### src/rtl/sync_rx_pkg.sv
package sync_rx_pkg;

  // Control byte layout (bit 7 reads as zero)
  typedef struct packed {
    logic spare;
    logic irq_en;
    logic fast;
    logic wide;
    logic idle_high;
    logic nine;
    logic cont;
    logic single;
  } srx_ctl_t;

  typedef enum logic [1:0] {
    SRX_A_CTL  = 2'd0,
    SRX_A_DLO  = 2'd1,
    SRX_A_DHI  = 2'd2,
    SRX_A_NONE = 2'd3
  } srx_addr_e;

endpackage

### src/rtl/sync_rx_regs.sv
module sync_rx_regs
  import sync_rx_pkg::*;
#(
  parameter int DIV_W = 16
) (
  input  logic             clk,
  input  logic             rst_n,
  input  logic             wr_en,
  input  logic [1:0]       wr_addr,
  input  logic [7:0]       wr_data,
  input  logic             single_clr,
  output srx_ctl_t         ctl,
  output logic [DIV_W-1:0] div_q,
  output logic             cont_fall
);
  localparam int HI_W = DIV_W - 8;

  logic ctl_wr;
  assign ctl_wr    = wr_en && (wr_addr == SRX_A_CTL);
  // a write that drops a set continuous bit
  assign cont_fall = ctl_wr && ctl.cont && !wr_data[1];

  always_ff @(posedge clk or negedge rst_n) begin
    if (!rst_n) begin
      ctl   <= '0;
      div_q <= '0;
    end else begin
      if (ctl_wr)
        ctl <= srx_ctl_t'(wr_data & 8'h7F);
      else if (single_clr)
        ctl.single <= 1'b0;
      if (wr_en && wr_addr == SRX_A_DLO)
        div_q[7:0] <= wr_data;
      if (wr_en && wr_addr == SRX_A_DHI)
        div_q[DIV_W-1:8] <= wr_data[HI_W-1:0];
    end
  end


  single_self_clear_chk: assert property (@(posedge clk) disable iff (!rst_n)
    (single_clr && !ctl_wr) |=> !ctl.single);

endmodule

### src/rtl/sync_rx_baud.sv
module sync_rx_baud #(
  parameter int DIV_W    = 16,
  parameter int SLOW_MUL = 4
) (
  input  logic             clk,
  input  logic             rst_n,
  input  logic             run,
  input  logic [DIV_W-1:0] div,
  input  logic             wide,
  input  logic             fast,
  output logic             tick
);
  localparam int CNT_W = DIV_W + 1 + $clog2(SLOW_MUL);

  function automatic logic [CNT_W-1:0] half_len(input logic [DIV_W-1:0] d,
                                                 input logic w, input logic f);
    logic [CNT_W-1:0] base;
    base = w ? CNT_W'(d) : CNT_W'(d[7:0]);
    base = base + 1'b1;
    return f ? base : base * CNT_W'(SLOW_MUL);
  endfunction

  logic [CNT_W-1:0] cnt;
  logic [CNT_W-1:0] hp;

  assign hp   = half_len(div, wide, fast);
  assign tick = run && (cnt == hp - 1'b1);

  always_ff @(posedge clk or negedge rst_n) begin
    if (!rst_n)       cnt <= '0;
    else if (!run)    cnt <= '0;
    else if (tick)    cnt <= '0;
    else              cnt <= cnt + 1'b1;
  end


  half_restart_chk: assert property (@(posedge clk) disable iff (!rst_n)
    tick |=> (cnt == '0));

endmodule

### src/rtl/sync_rx_shift.sv
module sync_rx_shift #(
  parameter int WORD_W = 8
) (
  input  logic              clk,
  input  logic              rst_n,
  input  logic              single,
  input  logic              cont,
  input  logic              nine,
  input  logic              tick,
  input  logic              sdi,
  output logic              active,
  output logic              sck_int,
  output logic              word_done,
  output logic              single_clr,
  output logic [WORD_W-1:0] word,
  output logic              bit9
);
  localparam int SH_W = WORD_W + 1;
  localparam int BC_W = $clog2(SH_W);

  logic [SH_W-1:0] sh;
  logic [BC_W-1:0] bitcnt;
  logic [BC_W-1:0] last;
  logic            phase;   // 0 = active half, 1 = idle half
  logic            enable;
  logic            sample;

  assign enable     = single || cont;
  assign last       = nine ? BC_W'(SH_W - 1) : BC_W'(SH_W - 2);
  assign sample     = active && enable && tick && !phase;
  assign word_done  = active && enable && tick && phase && (bitcnt == last);
  assign single_clr = word_done && !cont;
  assign sck_int    = active && !phase;
  assign word       = nine ? sh[WORD_W-1:0] : sh[SH_W-1:1];
  assign bit9       = nine && sh[SH_W-1];

  always_ff @(posedge clk or negedge rst_n) begin
    if (!rst_n) begin
      active <= 1'b0;
      phase  <= 1'b0;
      bitcnt <= '0;
      sh     <= '0;
    end else if (!active) begin
      if (enable) begin
        active <= 1'b1;
        phase  <= 1'b0;
        bitcnt <= '0;
      end
    end else if (!enable) begin
      active <= 1'b0;
      phase  <= 1'b0;
      bitcnt <= '0;
    end else if (tick) begin
      if (!phase) begin
        sh    <= {sdi, sh[SH_W-1:1]};
        phase <= 1'b1;
      end else if (bitcnt == last) begin
        phase  <= 1'b0;
        bitcnt <= '0;
        if (!cont) active <= 1'b0;
      end else begin
        bitcnt <= bitcnt + 1'b1;
        phase  <= 1'b0;
      end
    end
  end


  single_stop_chk: assert property (@(posedge clk) disable iff (!rst_n)
    (word_done && !cont) |=> !active);

  cont_next_word_chk: assert property (@(posedge clk) disable iff (!rst_n)
    (word_done && cont) |=> (active && sck_int));

  sample_edge_chk: assert property (@(posedge clk) disable iff (!rst_n)
    sample |=> !sck_int);

endmodule

### src/rtl/sync_rx_buffer.sv
module sync_rx_buffer #(
  parameter int WORD_W = 8
) (
  input  logic              clk,
  input  logic              rst_n,
  input  logic              word_done,
  input  logic [WORD_W-1:0] word,
  input  logic              bit9,
  input  logic              rd_pop,
  input  logic              cont_fall,
  input  logic              irq_en,
  output logic [WORD_W-1:0] data_q,
  output logic              bit9_q,
  output logic              ready_q,
  output logic              ovr_q,
  output logic              irq
);
  logic accept;
  logic overrun_evt;

  assign accept      = word_done && !ovr_q && (!ready_q || rd_pop);
  assign overrun_evt = word_done && !accept;
  assign irq         = ready_q && irq_en;

  always_ff @(posedge clk or negedge rst_n) begin
    if (!rst_n) begin
      data_q  <= '0;
      bit9_q  <= 1'b0;
      ready_q <= 1'b0;
      ovr_q   <= 1'b0;
    end else begin
      if (accept) begin
        data_q  <= word;
        bit9_q  <= bit9;
        ready_q <= 1'b1;
      end else if (rd_pop) begin
        ready_q <= 1'b0;
      end
      if (overrun_evt)    ovr_q <= 1'b1;
      else if (cont_fall) ovr_q <= 1'b0;
    end
  end


  ovr_hold_data_chk: assert property (@(posedge clk) disable iff (!rst_n)
    overrun_evt |=> ($stable(data_q) && ovr_q));

  pop_clears_chk: assert property (@(posedge clk) disable iff (!rst_n)
    (rd_pop && !word_done) |=> !ready_q);

  ovr_sticky_chk: assert property (@(posedge clk) disable iff (!rst_n)
    (ovr_q && !cont_fall) |=> ovr_q);

endmodule

### src/rtl/sync_rx_master.sv
module sync_rx_master
  import sync_rx_pkg::*;
#(
  parameter int DIV_W    = 16,
  parameter int WORD_W   = 8,
  parameter int SLOW_MUL = 4
) (
  input  logic              clk,
  input  logic              rst_n,
  input  logic              ctl_wr,
  input  logic [1:0]        ctl_addr,
  input  logic [7:0]        ctl_wdata,
  input  logic              rx_pop,
  input  logic              sdi_pin,
  output logic [7:0]        ctl_state,
  output logic [WORD_W-1:0] rx_data,
  output logic              rx_bit9,
  output logic              rx_ready,
  output logic              rx_irq,
  output logic              rx_ovr,
  output logic              sck_pin
);
  srx_ctl_t          ctl;
  logic [DIV_W-1:0]  div_q;
  logic              cont_fall;
  logic              single_clr;
  logic              active;
  logic              sck_int;
  logic              tick;
  logic              word_done;
  logic [WORD_W-1:0] word;
  logic              bit9;

  sync_rx_regs #(.DIV_W(DIV_W)) u_regs (
    .clk(clk), .rst_n(rst_n), .wr_en(ctl_wr), .wr_addr(ctl_addr),
    .wr_data(ctl_wdata), .single_clr(single_clr), .ctl(ctl),
    .div_q(div_q), .cont_fall(cont_fall)
  );

  sync_rx_baud #(.DIV_W(DIV_W), .SLOW_MUL(SLOW_MUL)) u_baud (
    .clk(clk), .rst_n(rst_n), .run(active), .div(div_q),
    .wide(ctl.wide), .fast(ctl.fast), .tick(tick)
  );

  sync_rx_shift #(.WORD_W(WORD_W)) u_shift (
    .clk(clk), .rst_n(rst_n), .single(ctl.single), .cont(ctl.cont),
    .nine(ctl.nine), .tick(tick), .sdi(sdi_pin), .active(active),
    .sck_int(sck_int), .word_done(word_done), .single_clr(single_clr),
    .word(word), .bit9(bit9)
  );

  sync_rx_buffer #(.WORD_W(WORD_W)) u_buf (
    .clk(clk), .rst_n(rst_n), .word_done(word_done), .word(word),
    .bit9(bit9), .rd_pop(rx_pop), .cont_fall(cont_fall),
    .irq_en(ctl.irq_en), .data_q(rx_data), .bit9_q(rx_bit9),
    .ready_q(rx_ready), .ovr_q(rx_ovr), .irq(rx_irq)
  );

  assign ctl_state = ctl;
  assign sck_pin   = sck_int ^ ctl.idle_high;


  idle_level_chk: assert property (@(posedge clk) disable iff (!rst_n)
    !active |-> (sck_pin == ctl.idle_high));

endmodule

### config.mk
export PLATFORM = sky130hd
export DESIGN_NAME = sync_rx_master
export DESIGN_NICKNAME = d
export VERILOG_FILES = /design/src/rtl/sync_rx_pkg.sv /design/src/rtl/sync_rx_regs.sv /design/src/rtl/sync_rx_baud.sv /design/src/rtl/sync_rx_shift.sv /design/src/rtl/sync_rx_buffer.sv /design/src/rtl/sync_rx_master.sv
export SDC_FILE = /design/constraint.sdc
export NUM_CORES = 1
export LEC_CHECK = 0
export CORE_ASPECT_RATIO = 0.8
export CORE_MARGIN = 5
export CORE_UTILIZATION = 39
export CTS_BUF_LIST = sky130_fd_sc_hd__clkbuf_8
export CTS_CLUSTER_DIAMETER = 120
export CTS_CLUSTER_SIZE = 20
export DETAILED_ROUTE_END_ITERATION = 16
export GPL_TIMING_DRIVEN = 0
export SLEW_MARGIN = 20
export SYNTH_ARGS = -nofsm -noshare
export SYNTH_HDL_FRONTEND = slang
export SYNTH_HIERARCHICAL = 1
export SYNTH_SLANG_ARGS = --single-unit
### constraint.sdc
create_clock -name clk -period 14.9 [get_ports clk]
set_input_delay 2.98 -clock clk [delete_from_list [all_inputs] [get_ports clk]]
set_output_delay 2.98 -clock clk [all_outputs]
set_load 0.03 [all_outputs]
==> impl_metrics.tcl, run 1 <==
set metrics [dict create \
    antenna_left 0 \
    start_kind "flip-flop" \
    stdcell_area_mm2 0.00554 \
    min_to "u_regs/div_q[15]" \
    grt_usage_pct 16.1 \
    hold_viol_final 0 \
    grt_pass1_wl_um 18900 \
    hold_start "u_regs/div_q[15]" \
    firstDrtPassIters 5 \
    synthArstFlopShare_pct 100 \
    core-area_mm2 0.0121 \
    drc_errors 0 \
    cts.path.max_buffers 2 \
    min_path_cells 1 \
    synth_top_area_share_pct 35.6 \
    yosys_warnings 6 \
    rrSetupSlack_ns 8.76 \
    layout-drive-gt1-share_pct 19.4 \
    avgSynthCellArea_um2 9.87 \
    viasPerCell 5.51 \
    dieWidth_um 134 \
    power_density_mw_per_mm2 110 \
    tightestPinTransition_ns 0.700 \
    slew_headroom_pct 53.2 \
    die_h_um 109 \
    place_hpwl_um 8240 \
    synth_ff_type "dfrtp_1" \
    rsz0062_at_grt "no" \
    power_leakage_uw 0.00231 \
    antenna_found_initial 0 \
    worstPathMaxFanout 10 \
    overflow 0 \
    placed_cell_area_mm2 0.00534 \
    required_ns 15.14 \
    cts_tree "done" \
    area.sequential_mm2 0.00170 \
    h-tree-depth 3 \
    cts_inserted_buffers 9 \
    start_util_pct 39.5 \
    grt_max_degree 55 \
    yosys.cell_types.count 84 \
    ys_seq_elements 68 \
    synth_fp_nets 504 \
    cp-end-kind "flip-flop" \
    diodes 0 \
    r2r-start "u_regs/ctl[5]" \
    holdCritPathClass "reg2reg" \
    postCtsHoldBufs 0 \
    finalSetupTns_ns 0 \
    multiInputGateArea_mm2 0.00294 \
    outcome "completed" \
    vias 3794 \
    drtIter0Drc 299 \
    yosys.area.top_type "dfrtp_1" \
    cp_data_arrival_time_ns 6.38 \
    crit_type "reg2reg" \
    syn_inst 485 \
    fin_skew_ns 0.0117 \
    ys_seq_area_share_pct 35.6 \
    post-route-period-util_pct 41.2 \
    boundaryPins 36 \
    finalMaxSlewViolations 0 \
    cts.sinks 68 \
    insertion_delay_ns 0.36 \
    netlist_area_mm2 0.00479 \
    finalCriticalPeriod_ns 6.14 \
    cts.repair.resized 0 \
    row_count 36 \
    synth_area_leaders "dfrtp_1, mux2_2, xnor2_1" \
    reg2reg_depth 22 \
    gp_congestion 0.808 \
    syn_to_final_growth_pct 15.8 \
    wl_per_cell_um 16.1 \
    wl_um 11100 \
    cts-root-buf "clkbuf_8" \
    timing.fmax_ghz 0.163 \
    cap_viol_max_count 0 \
    worstReg2RegEnd "u_buf/data_q[7]" \
    startpoint "u_regs/ctl[5]" \
    peakVddDrop_v 0.0000615 \
    portBuffers 34 \
    setup_viol 0 \
    synth-edff-count 0 \
    first_global_vias 3708 \
    cts_setup_buffers 0 \
    cts.clk_slew.worst_paths_ns 0.08 \
    nets 550 \
    die-area_mm2 0.0146 \
    nFillCells 1143 \
]
## sequential cells by signal, indices dropped and copies added, names as in the netlist
signal / flops
u_shift/sh: 9
u_buf/bit9_q: 1
u_shift/bitcnt: 4
u_buf/ovr_q: 1
u_regs/div_q: 16
u_buf/data_q: 8
u_shift/active: 1
u_shift/phase: 1
u_regs/ctl: 7
u_buf/ready_q: 1
u_baud/cnt: 19
## stage by stage
step | hold slack (ns) | std cells | total power [µW] | setup WS, ns | utilization, %
2_1_floorplan | 0.471 | 485 | 392 | 9.63 | -
3_3_place_gp | 0.484 | 671 | 446 | 8.46 | 43.9
3_5_place_dp | 0.497 | 672 | 453 | 8.78 | 44.1
4_1_cts | 0.516 | 688 | 612 | 8.74 | 45.7
5_1_grt | 0.523 | 688 | 646 | 8.28 | 45.7
6_report | 0.511 | 688 | 607 | 8.76 | 45.7
## cell families after synthesis
family / Yosys count / share of synthesized area, %
xor gates and xnor gates: 53 / 10.6
adders and majority gates: 4 / 1.05
buffers and inverters: 29 / 3.03
other: 1 / 0.0784
muxes: 59 / 14.4
AOI/OAI and AO/OA: 84 / 11.7
DFF: 68 / 35.6
and+or+nand+nor: 187 / 23.5
## report_power, final
group          switching (µW)  total (µW)  internal (µW)
logic                     127         224           97.3
registers                25.5         227            202
clock network            74.3         156           81.5
## placed cells by master (no fill, tap or decap), types with 3 or more instances in the layout
cell type and n:
nor3_1 6, a21oi_1 30, nor2b_1 6, buf_4 4
o21ai_0 13, ha_1 4, inv_1 6, and3_1 19
clkbuf_1 8, dfrtp_1 68, xnor2_1 34, a211oi_1 3
mux2_4 9, mux2_2 43, nand2_1 49, or3_1 10
clkbuf_8 10, or4_1 4, nand2b_1 7, nor4_1 8
buf_2 7, a31oi_1 3, nand4_1 12, nand3_1 14
and2_1 4, xor2_1 16, nor2_1 20, clkdlybuf4s50_1 33
o211ai_1 4, mux2i_1 7
## critical path, stage by stage, from the launching register on
cell,delay (ns)
dfrtp_1,0.44
buf_2,0.21
clkbuf_1,0.22
buf_2,0.25
buf_1,0.27
nand2_1,0.13
ha_1,0.21
nand2_1,0.07
o21a_1,0.20
or2_1,0.22
or4_1,0.59
nor2_1,0.39
nand2_1,0.07
or4_1,0.53
o21ai_1,0.11
buf_2,0.26
and3_1,0.33
nand2_2,0.14
nor3b_1,0.35
nor2b_1,0.35
nand2b_4,0.11
nor2_8,0.23
mux2_4,0.33
## routing by layer
layer	part of all wire (%)	vias up	wire, µm	track usage, %
met5	0	-	0	0
met4	0.58	0	64	3.30
met3	4.1	5	450	3.83
met2	43	77	4720	24.1
met1	53	1839	5810	23.6
li1	-	1873	-	-
## cells in the mapped netlist (3+ instances only)
| library cell | number |
|---|---|
| buf_2 | 7 |
| mux2_2 | 43 |
| nand2b_1 | 7 |
| nand2_1 | 49 |
| a211oi_1 | 3 |
| inv_1 | 6 |
| clkbuf_1 | 8 |
| nand3_1 | 14 |
| xor2_1 | 16 |
| mux2_4 | 9 |
| o211ai_1 | 4 |
| nor2_1 | 20 |
| nor3_1 | 6 |
| nand4_1 | 12 |
| xnor2_1 | 34 |
| nor2b_1 | 6 |
| and3_1 | 19 |
| or3_1 | 10 |
| ha_1 | 4 |
| o21ai_0 | 13 |
| buf_4 | 3 |
| dfrtp_1 | 68 |
| mux2i_1 | 7 |
| and2_1 | 4 |
| a21oi_1 | 30 |
| a31oi_1 | 3 |
| or4_1 | 4 |
| nor4_1 | 8 |
## final cells by class
cell class,count,share of cell area [%]
clock inverters,6,1.15
clock buffers,10,2.48
repair buffers,35,6.59
well taps,152,3.43
plain buffers,22,2.14
multi-input cells,388,53.0
inverters,7,0.474
flip-flops and latches,68,30.7
## worst max-delay path by stage
stage          slack (ns)               end  depth (start not counted)
2_1_floorplan        9.63      u_buf/bit9_q                         22
3_3_place_gp         8.46  u_regs/div_q[10]                          1
3_5_place_dp         8.78   u_buf/data_q[1]                         22
4_1_cts              8.74   u_buf/data_q[7]                         22
5_1_grt              8.28   u_buf/data_q[7]                         22
6_report             8.76   u_buf/data_q[7]                         22
No activity file was read; power rests on OpenSTA's default activity.
==> inputs of run 2 (changes only) <==
==> constraint.sdc (replaced) <==
create_clock -name clk -period 6 [get_ports clk]
set_input_delay 1.2 -clock clk [delete_from_list [all_inputs] [get_ports clk]]
set_output_delay 1.2 -clock clk [all_outputs]
set_load 0.03 [all_outputs]
==> run 2 against run 1 <==
Against the previous run: maximum frequency rose by 8.1%; first-iteration DRC count rose by 11%; critical endpoint unchanged; count of clock-buffer cells in the layout unchanged; clock power up 150%; highest routed layer unchanged.
==> impl_metrics.tcl, run 2 (synthesis results as in run 1) <==
set metrics [dict create \
    timing.fmax_ghz 0.176 \
    fin_skew_ns 0.0131 \
    wl_um 11100 \
    cap_viol_max_count 0 \
    first_global_vias 3708 \
    cts_tree "done" \
    p_int_uw 946 \
    nets 550 \
    start_util_pct 39.5 \
    top_regs "u_baud/cnt: 19 flops, u_regs/div_q: 16 flops, u_shift/sh: 9 flops" \
    viasPerCell 5.49 \
    setup_viol 0 \
    slew_headroom_pct 52.3 \
    min_path_cells 1 \
    finalMaxSlewViolations 0 \
    cts.path.max_buffers 2 \
    crit_type "reg2reg" \
    cts.clk_slew.worst_paths_ns 0.07 \
    largest_register_ffs 19 \
    power_leakage_uw 0.00232 \
    cts_inserted_buffers 9 \
    core-area_mm2 0.0121 \
    vias 3777 \
    power_switching_share_pct 37.4 \
    placed_cell_area_mm2 0.00534 \
    post-route-period-util_pct 94.6 \
    grt_max_degree 55 \
    layout-drive-gt1-share_pct 20.3 \
    cts-root-buf "clkbuf_8" \
    start_kind "flip-flop" \
    boundaryPins 36 \
    rsz0062_at_grt "no" \
    wl_per_cell_um 16.1 \
    worstPathMaxFanout 10 \
    pwr-share-clk_pct 25.6 \
    drtIter0Drc 333 \
    power_density_mw_per_mm2 271 \
    combPwrFrac_pct 37.0 \
    h-tree-depth 3 \
    die_h_um 109 \
    firstDrtPassIters 5 \
    stdcell_area_mm2 0.00557 \
    syn_to_final_growth_pct 16.3 \
    portBuffers 34 \
    peakVddDrop_v 0.000151 \
    diodes 0 \
    max_flop_register "u_baud/cnt" \
    grt_pass1_wl_um 18900 \
    die-area_mm2 0.0146 \
    dieWidth_um 134 \
    drc_errors 0 \
    final_cell_mix "dfrtp_1, nand2_1, mux2_2" \
    antenna_left 0 \
    tightestPinTransition_ns 0.713 \
    overflow 0 \
    outcome "completed" \
    fin_hold_ws_ns 0.512 \
    seqPwrFrac_pct 37.4 \
    hold_viol_final 0 \
    reg2reg_depth 21 \
    cts.sinks 68 \
    row_count 36 \
    holdCritPathClass "reg2reg" \
    antenna_found_initial 0 \
    layout_commonest_cell "dfrtp_1" \
    insertion_delay_ns 0.36 \
    switching_power_uw 565 \
    place_hpwl_um 8240 \
    cp-end-kind "flip-flop" \
    required_ns 6.24 \
    finalCriticalPeriod_ns 5.68 \
    cp_data_arrival_time_ns 5.91 \
    gp_congestion 0.808 \
    grt_usage_pct 16.1 \
]
==> run 2: cell count changes in the layout (fill, tap and decap cells not counted) <==
cell,change
clkbuf_4,+1
buf_2,-1
nor3b_1,-1
and3_2,+1
nor3b_2,+1
nor2_1,-1
clkbuf_2,+1
nor2b_1,-1
nor2_4,+1
and3_1,-1
buf_1,-1
nor2b_4,+1
==> run 2: per-layer routing <==
metal | global-route usage [%] | share of wire (%) | wire [µm]
met5 | 0 | 0 | 0
met4 | 3.30 | 0.58 | 64
met3 | 3.83 | 4.4 | 483
met2 | 24.1 | 43 | 4730
met1 | 23.6 | 52 | 5770
==> run 2: worst paths after layout <==
path | end | slack, ns | start
hold reg to reg | u_regs/div_q[15] | 0.51 | u_regs/div_q[15]
setup reg to reg | u_buf/data_q[7] | 0.32 | u_regs/ctl[5]
min in group asynchronous | u_baud/cnt[15] | 0.70 | rst_n
setup / recovery | u_buf/data_q[7] | 0.32 | u_regs/ctl[5]
max in group asynchronous | u_regs/div_q[6] | 4.73 | rst_n
hold / removal | u_regs/div_q[15] | 0.51 | u_regs/div_q[15]
==> run 2: per-stage QoR <==
stage | TNS (ns) | total power (µW) | utilization [%] | worst slack (ns) | cells
after CTS | 0 | 1520 | 45.8 | 0.00369 | 688
after detailed placement | -1.05 | 1130 | 44.1 | -0.121 | 672
after floorplan | 0 | 973 | - | 0.731 | 485
after global routing | 0 | 1610 | 46.0 | 0.000241 | 688
after global placement | 0 | 1110 | 43.9 | 0.0115 | 671
final | 0 | 1510 | 46.0 | 0.322 | 688
==> run 2: power groups by stage <==
stage	clock, µW	sequential (µW)	combinational [µW]
6_report	387	565	559
5_1_grt	417	575	615
4_1_cts	398	565	555
3_5_place_dp	0	574	552
3_3_place_gp	0	569	539
2_1_floorplan	0	576	398
==> run 2: worst max-delay path: stages (launching register included) <==
cell and delay, ns:
dfrtp_1 0.44, buf_2 0.21, clkbuf_1 0.22, buf_2 0.25, clkbuf_2 0.24, nand2_1 0.10, ha_1 0.20, nand2_1 0.07
o21a_1 0.20, or2_1 0.22, or4_1 0.62, or4b_1 0.59, a211oi_2 0.22, a211oi_1 0.11, nor4b_1 0.29, and3_2 0.29
nand2_2 0.12, nor3b_2 0.27, nor2b_4 0.24, nand2b_4 0.09, nor2_8 0.23, mux2_4 0.33
==> run 2: timing repair <==
action	4_1_cts	5_1_grt
buffers inserted	0	0
setup endpoints to repair	9	9
gates cloned	0	0
hold buffers	0	0
gates resized for setup	2	6
==> run 2: area by class of cell <==
cell class / count / area, µm²
Fill cell: 1137 / 6550
Multi-Input combinational cell: 388 / 2960
Sequential cell: 68 / 1700
Timing Repair Buffer: 35 / 365
Tap cell: 152 / 190
Clock buffer: 10 / 138
Buffer: 22 / 123
Clock inverter: 6 / 63.8
Inverter: 7 / 26.3
